## config.mk

```make
export PLATFORM = sky130hd
export DESIGN_NAME = coh_home_dir
export DESIGN_NICKNAME = d
export VERILOG_FILES = /design/src/rtl/coh_pkg.sv /design/src/rtl/coh_popcnt.sv /design/src/rtl/coh_lowpick.sv /design/src/rtl/coh_dir_store.sv /design/src/rtl/coh_home_dir.sv
export SDC_FILE = /design/constraint.sdc
export NUM_CORES = 1
export LEC_CHECK = 0
export BUFFER_PORTS_ARGS = -buffer_cell sky130_fd_sc_hd__buf_2
export CAP_MARGIN = 10
export CORE_ASPECT_RATIO = 2
export CORE_MARGIN = 4
export CORE_UTILIZATION = 52
export DETAILED_ROUTE_END_ITERATION = 12
export GPL_TIMING_DRIVEN = 1
export PLACE_DENSITY = 0.83
export SETUP_SLACK_MARGIN = 0.15
export SLEW_MARGIN = 5
export SYNTH_ARGS = -nofsm -noshare
export SYNTH_HDL_FRONTEND = slang
export SYNTH_SLANG_ARGS = --single-unit
```

## constraint.sdc

```tcl
create_clock -name clk -period 5.2 [get_ports clk]
set_input_delay 0.26 -clock clk [delete_from_list [all_inputs] [get_ports clk]]
set_output_delay 0.26 -clock clk [all_outputs]
set_load 0.02 [all_outputs]
```

## src/rtl/coh_pkg.sv

```systemverilog
package coh_pkg;
    parameter int NODES  = 4;
    parameter int NID_W  = $clog2(NODES);
    parameter int DATA_W = 8;

    typedef enum logic [1:0] {LN_UNC, LN_SHR, LN_MOD} line_st_e;
    typedef enum logic [1:0] {FSM_IDLE, FSM_INVAL, FSM_OWNER} fsm_e;

    typedef struct packed {
        line_st_e         st;
        logic [NODES-1:0] shr;
        logic [NID_W-1:0] own;
    } dir_ent_t;

    localparam logic       RQ_RD = 1'b0;
    localparam logic       RQ_WR = 1'b1;
    localparam logic       RS_ACK = 1'b0;
    localparam logic       RS_DATA = 1'b1;
    localparam logic       REP_SHR = 1'b0;
    localparam logic       REP_EXCL = 1'b1;
    localparam logic [1:0] FWD_INV = 2'd0;
    localparam logic [1:0] FWD_FETCH = 2'd1;
    localparam logic [1:0] FWD_FETCH_INV = 2'd2;

    function automatic logic [NODES-1:0] node_bit(input logic [NID_W-1:0] n);
        return NODES'(1) << n;
    endfunction
endpackage

```

## src/rtl/coh_popcnt.sv

```systemverilog
module coh_popcnt import coh_pkg::*; #(
    parameter int CNT_W = $clog2(NODES + 1)
) (
    input  logic [NODES-1:0] mask,
    output logic [CNT_W-1:0] count
);
    always_comb begin
        count = '0;
        for (int i = 0; i < NODES; i++) begin
            count = count + CNT_W'(mask[i]);
        end
    end
endmodule

```

## src/rtl/coh_lowpick.sv

```systemverilog
module coh_lowpick import coh_pkg::*; (
    input  logic [NODES-1:0] mask,
    output logic [NID_W-1:0] idx
);
    always_comb begin
        idx = '0;
        for (int i = NODES - 1; i >= 0; i--) begin
            if (mask[i]) idx = NID_W'(i);
        end
    end
endmodule

```

## src/rtl/coh_dir_store.sv

```systemverilog
module coh_dir_store import coh_pkg::*; #(
    parameter int IDX_W = 4,
    localparam int DEPTH = 1 << IDX_W
) (
    input  logic              clk,
    input  logic              rst_n,
    input  logic [IDX_W-1:0]  rd_idx,
    output dir_ent_t          rd_ent,
    output logic [DATA_W-1:0] rd_dat,
    input  logic              ent_we,
    input  logic              dat_we,
    input  logic [IDX_W-1:0]  wr_idx,
    input  dir_ent_t          wr_ent,
    input  logic [DATA_W-1:0] wr_dat
);
    dir_ent_t          ent_q [DEPTH];
    logic [DATA_W-1:0] dat_q [DEPTH];

    assign rd_ent = ent_q[rd_idx];
    assign rd_dat = dat_q[rd_idx];

    always_ff @(posedge clk) begin
        if (!rst_n) begin
            for (int i = 0; i < DEPTH; i++) begin
                ent_q[i] <= '{st: LN_UNC, shr: '0, own: '0};
                dat_q[i] <= '0;
            end
        end else begin
            if (ent_we) ent_q[wr_idx] <= wr_ent;
            if (dat_we) dat_q[wr_idx] <= wr_dat;
        end
    end
endmodule

```

## src/rtl/coh_home_dir.sv

```systemverilog
module coh_home_dir import coh_pkg::*; #(
    parameter int LINE_W  = 6,
    parameter int HOME_ID = 0
) (
    input  logic              clk,
    input  logic              rst_n,
    input  logic              req_valid,
    input  logic              req_kind,
    input  logic [NID_W-1:0]  req_src,
    input  logic [LINE_W-1:0] req_line,
    input  logic              rsp_valid,
    input  logic              rsp_kind,
    input  logic [NID_W-1:0]  rsp_src,
    input  logic [DATA_W-1:0] rsp_data,
    output logic              reply_valid,
    output logic              reply_kind,
    output logic [NID_W-1:0]  reply_dst,
    output logic [LINE_W-1:0] reply_line,
    output logic [DATA_W-1:0] reply_data,
    output logic              fwd_valid,
    output logic [1:0]        fwd_kind,
    output logic [NID_W-1:0]  fwd_dst,
    output logic [LINE_W-1:0] fwd_line,
    output logic              nack_valid,
    output logic [NID_W-1:0]  nack_dst,
    output logic [LINE_W-1:0] nack_line
);
    localparam int IDX_W = LINE_W - NID_W;
    localparam int CNT_W = $clog2(NODES + 1);

    fsm_e              fsm_q, fsm_d;
    logic [NID_W-1:0]  src_q, src_d, own_q, own_d;
    logic [LINE_W-1:0] line_q, line_d;
    logic              wr_q, wr_d;
    logic [NODES-1:0]  pend_q, pend_d;
    logic [CNT_W-1:0]  cnt_q, cnt_d;

    logic              rep_v_d, rep_k_d, fwd_v_d, nack_v_d;
    logic [NID_W-1:0]  rep_dst_d, fwd_dst_d;
    logic [LINE_W-1:0] rep_line_d, fwd_line_d;
    logic [DATA_W-1:0] rep_dat_d;
    logic [1:0]        fwd_k_d;

    logic              req_home, ack_in, wb_in;
    logic [IDX_W-1:0]  req_idx, txn_idx, rd_idx, wr_idx;
    dir_ent_t          rd_ent, wr_ent;
    logic [DATA_W-1:0] rd_dat, wr_dat;
    logic              ent_we, dat_we;
    logic [NODES-1:0]  others;
    logic [CNT_W-1:0]  oth_cnt;
    logic [NID_W-1:0]  pick_idx;

    assign req_home = req_valid && (req_line[NID_W-1:0] == NID_W'(HOME_ID));
    assign req_idx  = req_line[LINE_W-1:NID_W];
    assign txn_idx  = line_q[LINE_W-1:NID_W];
    assign rd_idx   = (fsm_q == FSM_IDLE) ? req_idx : txn_idx;
    assign others   = rd_ent.shr & ~node_bit(req_src);
    assign ack_in   = rsp_valid && (rsp_kind == RS_ACK);
    assign wb_in    = rsp_valid && (rsp_kind == RS_DATA) && (rsp_src == own_q);

    coh_dir_store #(.IDX_W(IDX_W)) u_store (
        .clk(clk), .rst_n(rst_n), .rd_idx(rd_idx), .rd_ent(rd_ent), .rd_dat(rd_dat),
        .ent_we(ent_we), .dat_we(dat_we), .wr_idx(wr_idx), .wr_ent(wr_ent), .wr_dat(wr_dat)
    );
    coh_popcnt #(.CNT_W(CNT_W)) u_cnt (.mask(others), .count(oth_cnt));
    coh_lowpick u_pick (.mask(pend_q), .idx(pick_idx));

    always_comb begin
        fsm_d = fsm_q;  src_d = src_q;  own_d = own_q;  line_d = line_q;
        wr_d = wr_q;    pend_d = pend_q; cnt_d = cnt_q;
        rep_v_d = 1'b0; rep_k_d = REP_SHR; rep_dst_d = src_q; rep_line_d = line_q;
        rep_dat_d = rd_dat;
        fwd_v_d = 1'b0; fwd_k_d = FWD_INV; fwd_dst_d = '0; fwd_line_d = line_q;
        nack_v_d = 1'b0;
        ent_we = 1'b0; dat_we = 1'b0; wr_idx = txn_idx; wr_ent = rd_ent; wr_dat = rsp_data;
        unique case (fsm_q)
            FSM_IDLE: begin
                if (req_home) begin
                    src_d = req_src; line_d = req_line; wr_d = req_kind;
                    rep_dst_d = req_src; rep_line_d = req_line; wr_idx = req_idx;
                    if (rd_ent.st == LN_MOD && rd_ent.own != req_src) begin
                        fwd_v_d = 1'b1; fwd_dst_d = rd_ent.own; fwd_line_d = req_line;
                        fwd_k_d = (req_kind == RQ_WR) ? FWD_FETCH_INV : FWD_FETCH;
                        own_d = rd_ent.own; fsm_d = FSM_OWNER;
                    end else if (rd_ent.st == LN_MOD) begin
                        rep_v_d = 1'b1; rep_k_d = REP_EXCL;
                    end else if (req_kind == RQ_RD) begin
                        rep_v_d = 1'b1; rep_k_d = REP_SHR; ent_we = 1'b1;
                        wr_ent = '{st: LN_SHR, shr: rd_ent.shr | node_bit(req_src), own: rd_ent.own};
                    end else if (oth_cnt == '0) begin
                        rep_v_d = 1'b1; rep_k_d = REP_EXCL; ent_we = 1'b1;
                        wr_ent = '{st: LN_MOD, shr: node_bit(req_src), own: req_src};
                    end else begin
                        pend_d = others; cnt_d = oth_cnt; fsm_d = FSM_INVAL;
                    end
                end
            end
            FSM_INVAL: begin
                nack_v_d = req_home;
                if (pend_q != '0) begin
                    fwd_v_d = 1'b1; fwd_k_d = FWD_INV; fwd_dst_d = pick_idx;
                    pend_d = pend_q & ~node_bit(pick_idx);
                end
                if (ack_in && cnt_q != '0) cnt_d = cnt_q - CNT_W'(1);
                if (pend_q == '0 && cnt_d == '0) begin
                    rep_v_d = 1'b1; rep_k_d = REP_EXCL; ent_we = 1'b1;
                    wr_ent = '{st: LN_MOD, shr: node_bit(src_q), own: src_q};
                    fsm_d = FSM_IDLE;
                end
            end
            FSM_OWNER: begin
                nack_v_d = req_home;
                if (wb_in) begin
                    dat_we = 1'b1; ent_we = 1'b1; rep_v_d = 1'b1; rep_dat_d = rsp_data;
                    if (wr_q == RQ_WR) begin
                        rep_k_d = REP_EXCL;
                        wr_ent = '{st: LN_MOD, shr: node_bit(src_q), own: src_q};
                    end else begin
                        rep_k_d = REP_SHR;
                        wr_ent = '{st: LN_SHR, shr: node_bit(own_q) | node_bit(src_q), own: own_q};
                    end
                    fsm_d = FSM_IDLE;
                end
            end
            default: fsm_d = FSM_IDLE;
        endcase
    end

    always_ff @(posedge clk) begin
        if (!rst_n) begin
            fsm_q <= FSM_IDLE; src_q <= '0; own_q <= '0; line_q <= '0;
            wr_q <= 1'b0; pend_q <= '0; cnt_q <= '0;
        end else begin
            fsm_q <= fsm_d; src_q <= src_d; own_q <= own_d; line_q <= line_d;
            wr_q <= wr_d; pend_q <= pend_d; cnt_q <= cnt_d;
        end
    end

    always_ff @(posedge clk) begin
        if (!rst_n) begin
            reply_valid <= 1'b0; reply_kind <= 1'b0; reply_dst <= '0; reply_line <= '0;
            reply_data <= '0; fwd_valid <= 1'b0; fwd_kind <= '0; fwd_dst <= '0;
            fwd_line <= '0; nack_valid <= 1'b0; nack_dst <= '0; nack_line <= '0;
        end else begin
            reply_valid <= rep_v_d; reply_kind <= rep_k_d; reply_dst <= rep_dst_d;
            reply_line <= rep_line_d; reply_data <= rep_dat_d;
            fwd_valid <= fwd_v_d; fwd_kind <= fwd_k_d; fwd_dst <= fwd_dst_d;
            fwd_line <= fwd_line_d;
            nack_valid <= nack_v_d; nack_dst <= req_src; nack_line <= req_line;
        end
    end

    // nothing leaves for a line of another home
    p_home_only_r2: assert property (@(posedge clk) disable iff (!rst_n)
        reply_valid |-> reply_line[NID_W-1:0] == NID_W'(HOME_ID));
    // forwarded traffic only exists with a transaction open
    p_fwd_busy_r5: assert property (@(posedge clk) disable iff (!rst_n)
        fwd_valid |-> fsm_q != FSM_IDLE);
    // grant only after every invalidation is out and the count is spent
    p_grant_waits_r6: assert property (@(posedge clk) disable iff (!rst_n)
        (reply_valid && $past(fsm_q) == FSM_INVAL) |->
        ($past(pend_q) == '0 && $past(cnt_q) <= CNT_W'(1)));
    // owner-path reply follows an owner response
    p_owner_reply_r7: assert property (@(posedge clk) disable iff (!rst_n)
        (reply_valid && $past(fsm_q) == FSM_OWNER) |-> $past(rsp_valid));
    // retries are issued only while a transaction was open
    p_nack_busy_r9: assert property (@(posedge clk) disable iff (!rst_n)
        nack_valid |-> $past(fsm_q) != FSM_IDLE);
endmodule

```

* Word level (Yosys, flattened, before mapping) *
Memory sizes are Yosys's and may differ from the RTL's.
Index checks and enable logic that the tools add are counted.

storage, ports and cells
  register bits after elaboration = 50
  memory bits (writable) = 256
  input bits = 24
  output and inout port bits = 38
  logic and storage cells = 161
  memories kept = 2

operators by class
  $add $sub $neg = 4
  equal/unequal tests = 16
  shift-type cells = 4
  muxes and demuxes = 86
  bitwise gates (word level) = 7
  reductions and logical operators = 25

memories
  memory         words  width  read ports  clocked after Yosys merged registers in  wr ports  line                 source
  u_store.dat_q  16     8      1           0                                        16        coh_dir_store.sv:17  logic [DATA_W-1:0] dat_q [DEPTH];
  u_store.ent_q  16     8      1           0                                        16        coh_dir_store.sv:16  dir_ent_t ent_q [DEPTH];

operator list
  cell                                                    number
  two-way mux 8 bit                                       12
  two-way mux 4 bit                                       11
  two-way mux 2 bit                                       15
  two-way mux 1 bit                                       29
  one-hot mux 8 bit (3 select lines)                      1
  two-way mux 3 bit                                       7
  two-way mux 6 bit                                       3
  inequality test 2 bit (second input constant)           8
  OR reduction 8 bit                                      2
  left shift 1 x 2 -> 4 bit (first input constant)        4
  AND reduction 6 bit                                     2
  one-hot mux 1 bit (3 select lines)                      3
  AND 4 bit                                               2
  NOT 4 bit                                               2
  OR 4 bit                                                2
  one-hot mux 4 bit (2 select lines)                      1
  logical AND 1 bit                                       7
  AND reduction 7 bit                                     1
  adder 3 x 1 -> 3 bit                                    2
  zero test 3 bit                                         2
  inequality test 3 x 2 -> 1 bit (second input constant)  2
  one-hot mux 2 bit (3 select lines)                      1
  one-hot mux 3 bit (2 select lines)                      1
  equality test 2 bit (second input constant)             2
  other kinds (18)                                        20

* Depth between registers and ports, before layout *
Gate-level depths: netlist of run 1.
An unclocked memory read counts as a cell.

  depth after elaboration = 19
  depth in mapped cells = 24
  depth with buffers taken out = 19

* Modules after synthesis *
Synthesis of run 1 repeated with hierarchy kept, for this count alone.

unflattened totals
  cell total of the unflattened synthesis = 1070
  area, all modules = 14373.8 µm²

by module, submodules not included
  module         instances  cells an instance  area each (µm²)  seq. area each (µm²)
  coh_dir_store  1          752                11727.5          7687.4
  coh_home_dir   1          305                2555.0           1001.0
  coh_popcnt     1          8                  63.8             0.0
  coh_lowpick    1          5                  27.5             0.0

* Least setup slack after synthesis of run 1 *
No wires, ideal clock.

  path type = register to register
  start = register fsm_q[1]
  end = memory u_store.ent_q[12][1] (netlist name) (data pin)
  library setup time = 0.272 ns
  arrival = 4.736 ns
  data required time = 4.928 ns
  slack = 0.192 ns
  stages on the path, launching flop included = 22
  path buffers = 4
  period minus slack after synthesis = 5.008 ns
  cells stage by stage = dfxtp_1 -> inv_1 -> ha_1 -> buf_6 -> mux2_2 -> buf_4 -> buf_2 -> mux4_2 -> nand2_1 -> a31oi_1 -> nand2_1 -> inv_1 -> ha_1 -> fa_1 -> ha_1 -> nor3_1 -> nand2_1 -> nor2_1 -> o211ai_4 -> a221oi_4 -> buf_4 -> nor2_1

RTL lines
  item                    line                 source
  from (decl)             coh_home_dir.sv:31   fsm_e fsm_q, fsm_d;
  from (signal assigned)  coh_home_dir.sv:134  fsm_q <= fsm_d; src_q <= src_d; own_q <= own_d; line_q <= line_d;
  to (decl)               coh_dir_store.sv:16

==> results of run 1 <==
[cells by family (layout without fill, tap and decap cells)]
| kind of cell | after synthesis | count (layout) | synth area share [%] |
|---|---|---|---|
| buffers and inverters | 107 | 202 | 3.23 |
| and+or+nand+nor | 509 | 509 | 17.4 |
| muxes | 80 | 80 | 10.2 |
| xor gates and xnor gates | 2 | 2 | 0.119 |
| AOI/OAI and AO/OA | 201 | 201 | 9.46 |
| adders and majority gates | 9 | 9 | 0.813 |
| DFF | 306 | 306 | 58.8 |
[worst paths after layout]
kind                         endpoint  slack (ns)  depth (start not counted)          start
setup / recovery  u_store.ent_q[6][7]        0.29                         20       fsm_q[0]
hold / removal           nack_line[3]        0.03                          3    req_line[3]
hold reg to reg           fwd_line[0]        0.46                          2  reply_line[0]
setup reg to reg  u_store.ent_q[6][7]        0.29                         20       fsm_q[0]
[cells in the mapped netlist, types with 8 or more instances]
cell      count
a21oi_1      80
inv_1        22
ha_1          8
nand2_1     125
nor3_1       39
o31ai_1       8
dfxtp_1      50
buf_4         9
nand3_1      45
clkbuf_1     54
o21ai_2      10
nor2_1      112
mux4_2       56
edfxtp_1    256
and2_1      138
buf_2        15
o21ai_0      25
a32oi_1      10
mux2i_1      20
[worst max-delay path: stages, from the launching register on]
cell and delay [ns]:
dfxtp_1 0.33, inv_1 0.14, ha_4 0.20, mux2i_4 0.25
buf_12 0.15, mux4_2 0.50, mux2i_1 0.17, mux2i_1 0.11
nor2b_1 0.15, ha_1 0.35, fa_1 0.46, ha_1 0.36
nor3_4 0.27, nand2b_4 0.19, nand2_1 0.10, a21oi_4 0.14
buf_4 0.15, buf_4 0.18, o21ai_2 0.10, buf_4 0.20
nor3_1 0.22
[power by group]
part | leakage [uW] | switching [uW] | internal [uW]
Combinational | 0.00264 | 1230 | 691
Clock | 0.000406 | 888 | 1110
Sequential | 0.00305 | 49.1 | 2760
Total | 0.00610 | 2170 | 4560
[per-layer routing]
layer  wire length (um)  track usage [%]  part of all wire, %
met1              12400             25.9                   29
met2              22000             48.8                   52
met3               3250             5.73                  7.7
met4               4620             22.9                   11
met5                  0                0                    0
[what timing repair did]
item | 4_1_cts | 5_1_grt
endpoints found under the setup margin | 255 | 251
gates resized for setup | 15 | 8
hold endpoints to repair | 3 | 0
hold buffers | 3 | 0
buffers inserted | 2 | 2
pin swaps | 0 | 0
[metrics by stage]
stage                     TNS [ns]  std cells  hold WS (ns)  setup slack, ns
after global routing             0       1665        0.0381            0.101
after floorplan                  0       1214         0.336            0.192
after detailed placement    -22.46       1603         0.452           -0.207
after CTS                        0       1657        0.0173            0.200
after global placement       -1.63       1603         0.442          -0.0626
final                            0       1665        0.0295            0.290
[area by class of cell]
| cell class | count | area, um^2 | share of cell area (%) |
|---|---|---|---|
| clock buffer | 36 | 709 | 4.25 |
| multi-input combinational | 801 | 5730 | 34.3 |
| tap | 356 | 445 | 2.67 |
| clock inverter | 13 | 143 | 0.854 |
| sequential | 306 | 8690 | 52.0 |
| timing repair buffer | 131 | 913 | 5.47 |
| inverter | 22 | 82.6 | 0.494 |
[state kept, by name, summed over array words and instances (netlist names)]
name           flops
own_q              2
pend_q             4
u_store.ent_q    128
u_store.dat_q    128
nack_line          6
cnt_q              3
reply_data         8
nack_dst           2
reply_dst          2
fwd_kind           2
nack_valid         1
reply_kind         1
fwd_dst            2
reply_line         6
fsm_q              2
reply_valid        1
wr_q               1
fwd_line           6
fwd_valid          1
==> flow_summary_export.csv, run 1 <==
group,metric,value,unit
status,status,"finished clean",
synth,async_reset_ff_share,0,%
timing,min_period,4.91,ns
clock_tree,cts_tree,"built",
timing,slew_violations,0,
timing,worstMarginPinSlew,1.25,ns
finish,final_common_cell,"edfxtp_1",
floorplanning,floorplan.initialDensity,52.6,%
clock_tree,clkLatencyLatePin,0.56,ns
clock_tree,cts_buffers,27,
placed_design,port_buffers,61,
finish,drive_gt1_share,21.4,%
synth,synth_top_area_share,52.0,%
global_route,grt_first_pass_wirelength,63700,um
global_route,grt_pass1_vias,10900,
placed_design,postPlaceCellArea,15700,um^2
finish,fin_area,16700,um^2
synth,synth_seq_cells,306,
finish,n_antenna_cell,0,
drt,wirelength,42200,um
setup_path,startpoint_type,"flip-flop",
synth,synth_area,14800,um^2
timing,max_freq,204,MHz
power,power,6730,uW
global_route,grt_max_degree,43,
synth,synthTopCellsByArea,"edfxtp_1 52%, mux4_2 8.5%, dfxtp_1 6.8%, and2_1 5.8%, nand2_1 3.2%",
drt,num_vias,10600,
placed_design,hpwl,30200,um
drt,ant_nets,0,
placed_design,gp_congestion,1.02,
synth,synthFlopType,"edfxtp_1",
floorplanning,rows,87,
synth,synthCells,1214,
synth,synth_edf_count,256,
finish,fillers,2161,
drt,wl_per_cell,25.4,um
power,ir_drop,366,uV
timing,fin_worst_skew,0.0111,ns
power,cellLeakagePower,0.00610,uW
finish,final_cell_mix,"256 x edfxtp_1, 138 x and2_1, 113 x nand2_1",
finish,area_delta_synth_final,13.1,%
timing,rsz0062_at_grt,"yes",
clock_tree,clk_pin_slew,0.07,ns
finish,nets,1322,
clock_tree,cts_root_buffer,"clkbuf_16",
synth,synth_warnings,0,
job,maxCapViolCount,0,
drt,drc,0,
finish,final_util,59.5,%
worst_hold_path,hold_path.class,"input pin to flip-flop",
clock_tree,clockBufferDepth,3,
global_route,track_usage,27.2,%
drt,viasPerCell,6.36,
synth,yosysTopAreaCell,"edfxtp_1",
floorplanning,top_level_ports,62,
floorplanning,die_area,31300,um^2
global_route,grt_overflow,0,
synth,synth.avg_cell_area,12.2,um^2
synth,yosysUniqueCellTypes,74,
power,p_per_area,403,nW/um^2
setup_path,critical_path_class,"flip-flop to flip-flop",
synth,syn_nets,1247,
clock_tree,cts.sinks,306,
floorplanning,die_y,246,um
setup_path,endpoint_kind,"flip-flop",
setup_path,crit_required,5.59,ns
timing,slew_headroom,16.2,%
drt,drt_iter0_markers,1046,
setup_path,critical_path_peak_fanout,8,
clock_tree,cts.htree.levels,1,
timing,fin_crit_sh,94.4,%
global_route,antenna_found_initial,0,
timing,final-hold-violation-count,0,
floorplanning,die_w,127,um
synth,synth-seq-area-share,58.8,%
timing,setup_viol,0,
drt,drt-pass1-iter-count,6,
floorplanning,core,28100,um^2
setup_path,cp.arrival,5.30,ns
Note: power is estimated with default switching activity, not from simulation.
==> run 2: changes to the inputs <==
- ABC_AREA: not set -> 1
==> run 2 against run 1 <==
  * Sequential power increased by 2%
  * Clock-buffer cell count fell by 4
  * Worst hold slack improved by 0.0048 ns
  * Critical path depth up 2
  * Die area decreased by 0.63%
  * Setup slack better by 0.14 ns
  * Power grew 44%
  * Via count up 16%
  * Fmax increased by 3.0%
==> flow_summary_export.csv, run 2 <==
group,metric,value,unit
status,status,"finished clean",
clock_tree,clkLatencyLatePin,0.56,ns
drt,drt_iter0_markers,1163,
timing,rsz0062_at_grt,"no",
floorplanning,die_area,31100,um^2
worst_hold_path,worstHoldStart,"rsp_data[1]",
timing,tns,0,ns
placed_design,gp_congestion,1.04,
floorplanning,die_w,127,um
global_route,antenna_found_initial,0,
synth,synth-seq-area-share,59.2,%
timing,worstMarginPinSlew,0.989,ns
clock_tree,cts_buffers,26,
synth,synth_seq_cells,306,
power,swShare,44.7,%
setup_path,critical_path_class,"flip-flop to flip-flop",
power,cellLeakagePower,0.00678,uW
synth,synthFlopType,"edfxtp_1",
global_route,grt_max_degree,66,
job,maxCapViolCount,0,
setup_path,endpoint_kind,"flip-flop",
drt,viasPerCell,6.04,
synth,synthCells,1587,
power,p_int,5350,uW
synth,ys_top_cells_by_count,"375 x nor2_1, 256 x edfxtp_1, 246 x nand2_1, 132 x inv_1, 118 x nand3_1",
timing,fin_crit_sh,91.7,%
drt,num_vias,12300,
power,clkPwrFrac,21.3,%
finish,fillers,2192,
power,ir_drop,368,uV
drt,ant_nets,0,
synth,yosysUniqueCellTypes,43,
setup_path,ff2ff_setup_slack,0.43,ns
timing,slew_violations,0,
timing,max_freq,210,MHz
timing,slew_headroom,34.0,%
clock_tree,clockBufferDepth,3,
clock_tree,cts.htree.levels,1,
clock_tree,cts_tree,"built",
floorplanning,core,27700,um^2
drt,wirelength,44600,um
setup_path,cp-endpoint,"u_store.ent_q[10][7]",
timing,worst_slack,0.431,ns
power,power,9670,uW
timing,setup_viol,0,
timing,min_period,4.77,ns
finish,drive_gt1_share,12.7,%
setup_path,r2r-end,"u_store.ent_q[10][7]",
synth,synth_edf_count,256,
timing,final-hold-violation-count,0,
synth,synth_top_area_share,52.4,%
global_route,grt_pass1_vias,12200,
synth,synthTopCellsByArea,"edfxtp_1 52%, nor2_1 9.6%, dfxtp_1 6.8%, nand2_1 6.3%, nand3_1 4.0%",
setup_path,r2r_cells,22,
power,p_sw,4320,uW
drt,drc,0,
synth,syn_nets,1620,
clock_tree,cts.sinks,306,
global_route,grt_overflow,0,
global_route,grt_first_pass_wirelength,66900,um
global_route,track_usage,28.2,%
floorplanning,die_y,246,um
floorplanning,floorplan.initialDensity,53.1,%
clock_tree,cts_root_buffer,"clkbuf_16",
synth,synth_area,14700,um^2
placed_design,hpwl,31100,um
finish,nets,1695,
timing,fin_worst_skew,0.0165,ns
drt,drt-pass1-iter-count,6,
finish,regArea,8690,um^2
finish,reg_top3,"u_store.dat_q (128), u_store.ent_q (128), reply_data (8)",
setup_path,startpoint_type,"flip-flop",
setup_path,cp.arrival,5.01,ns
finish,final_cell_mix,"372 x nor2_1, 256 x edfxtp_1, 237 x nand2_1",
power,pwr-share-seq,29.6,%
power,p_per_area,581,nW/um^2
placed_design,port_buffers,61,
drt,wl_per_cell,21.9,um
finish,n_antenna_cell,0,
synth,async_reset_ff_share,0,%
setup_path,crit_required,5.44,ns
clock_tree,clk_pin_slew,0.07,ns
setup_path,cp-startpoint,"fsm_q[0]",
finish,final_common_cell,"nor2_1",
timing,whs,0.0344,ns
finish,area_delta_synth_final,13.4,%
power,pwr-share-comb,49.1,%
floorplanning,top_level_ports,62,
synth,synth_warnings,0,
synth,synth.avg_cell_area,9.25,um^2
floorplanning,rows,86,
setup_path,r2r_start,"fsm_q[0]",
placed_design,preCtsSetupSlack,0.271,ns
finish,multi_input_area,5110,um^2
synth,yosysTopAreaCell,"edfxtp_1",
synth,synth_most_common_cell,"nor2_1",
worst_hold_path,hold_path.class,"input pin to flip-flop",
setup_path,critical_path_peak_fanout,36,
## run 2: repair_timing
item | in CTS | in global routing
endpoints found under the hold margin | 14 | 0
setup buffers | 0 | 4
resized for setup | 0 | 16
hold buffers | 14 | 0
endpoints found under the setup margin | 0 | 248
## run 2: worst min path at each step
stage               endpoint  slack (ns)  cells past startpoint
5_1_grt        reply_data[1]        0.02                      3
2_1_floorplan    fwd_kind[0]        0.33                      1
3_3_place_gp    nack_line[0]        0.45                      3
3_5_place_dp   reply_line[1]        0.46                      2
6_report       reply_data[1]        0.03                      3
4_1_cts        reply_data[1]        0.02                      3
## run 2: layer usage
metal / part of all wire (%) / track usage, %
met4: 11 / 25.6
met2: 53 / 51.7
met1: 29 / 26.3
met5: 0 / 0
met3: 7.6 / 3.93
## run 2: cell families (layout without fill, tap and decap cells)
| family | Yosys count | in the layout | share of synthesized area, % |
|---|---|---|---|
| buffers and inverters | 226 | 320 | 6.52 |
| DFF | 306 | 306 | 59.2 |
| and+or+nand+nor | 787 | 787 | 23.1 |
| adders and majority gates | 9 | 9 | 0.818 |
| AOI/OAI and AO/OA | 257 | 257 | 10.3 |
| xor gates and xnor gates | 2 | 2 | 0.119 |
## run 2: area by class of cell
type / count / area share (%)
clock buffers: 32 / 4.23
clock inverters: 15 / 1.11
inverters: 138 / 3.11
multi-input cells: 1055 / 30.7
flip-flops and latches: 306 / 52.2
well taps: 352 / 2.65
repair buffers: 135 / 5.96
## run 2: worst max-delay path, cell delays in order, from the launching register on
cell	delay [ns]
dfxtp_1	0.36
inv_1	0.09
ha_1	0.24
buf_4	0.18
nand2_1	0.18
nand2_8	0.18
buf_4	0.23
o21ai_0	0.39
o211ai_1	0.18
nand3_1	0.13
nand2_1	0.13
inv_1	0.10
nor2_1	0.09
fa_1	0.41
ha_1	0.33
nor3_2	0.22
nor2_1	0.09
inv_1	0.12
nand3_4	0.11
nand2_8	0.18
buf_12	0.16
nand3_4	0.11
nand2_2	0.22
## run 2: stage by stage
step                      instances  instance area, um^2  utilization, %
after floorplan                1587                14700               -
after global placement         1968                15500            56.1
after detailed placement       1968                15500            56.1
after CTS                      2029                16600            59.8
after global routing           2033                16600            60.2
final                          2033                16600            60.2
## run 2: power by group through the flow
stage	clock, uW	combinational, uW	sequential (uW)
finish	2060	4750	2860
global route	2160	5010	2870
CTS	2060	4520	2860
detailed placement	0	4490	2910
global placement	0	4410	2900
floorplan	0	2740	2930
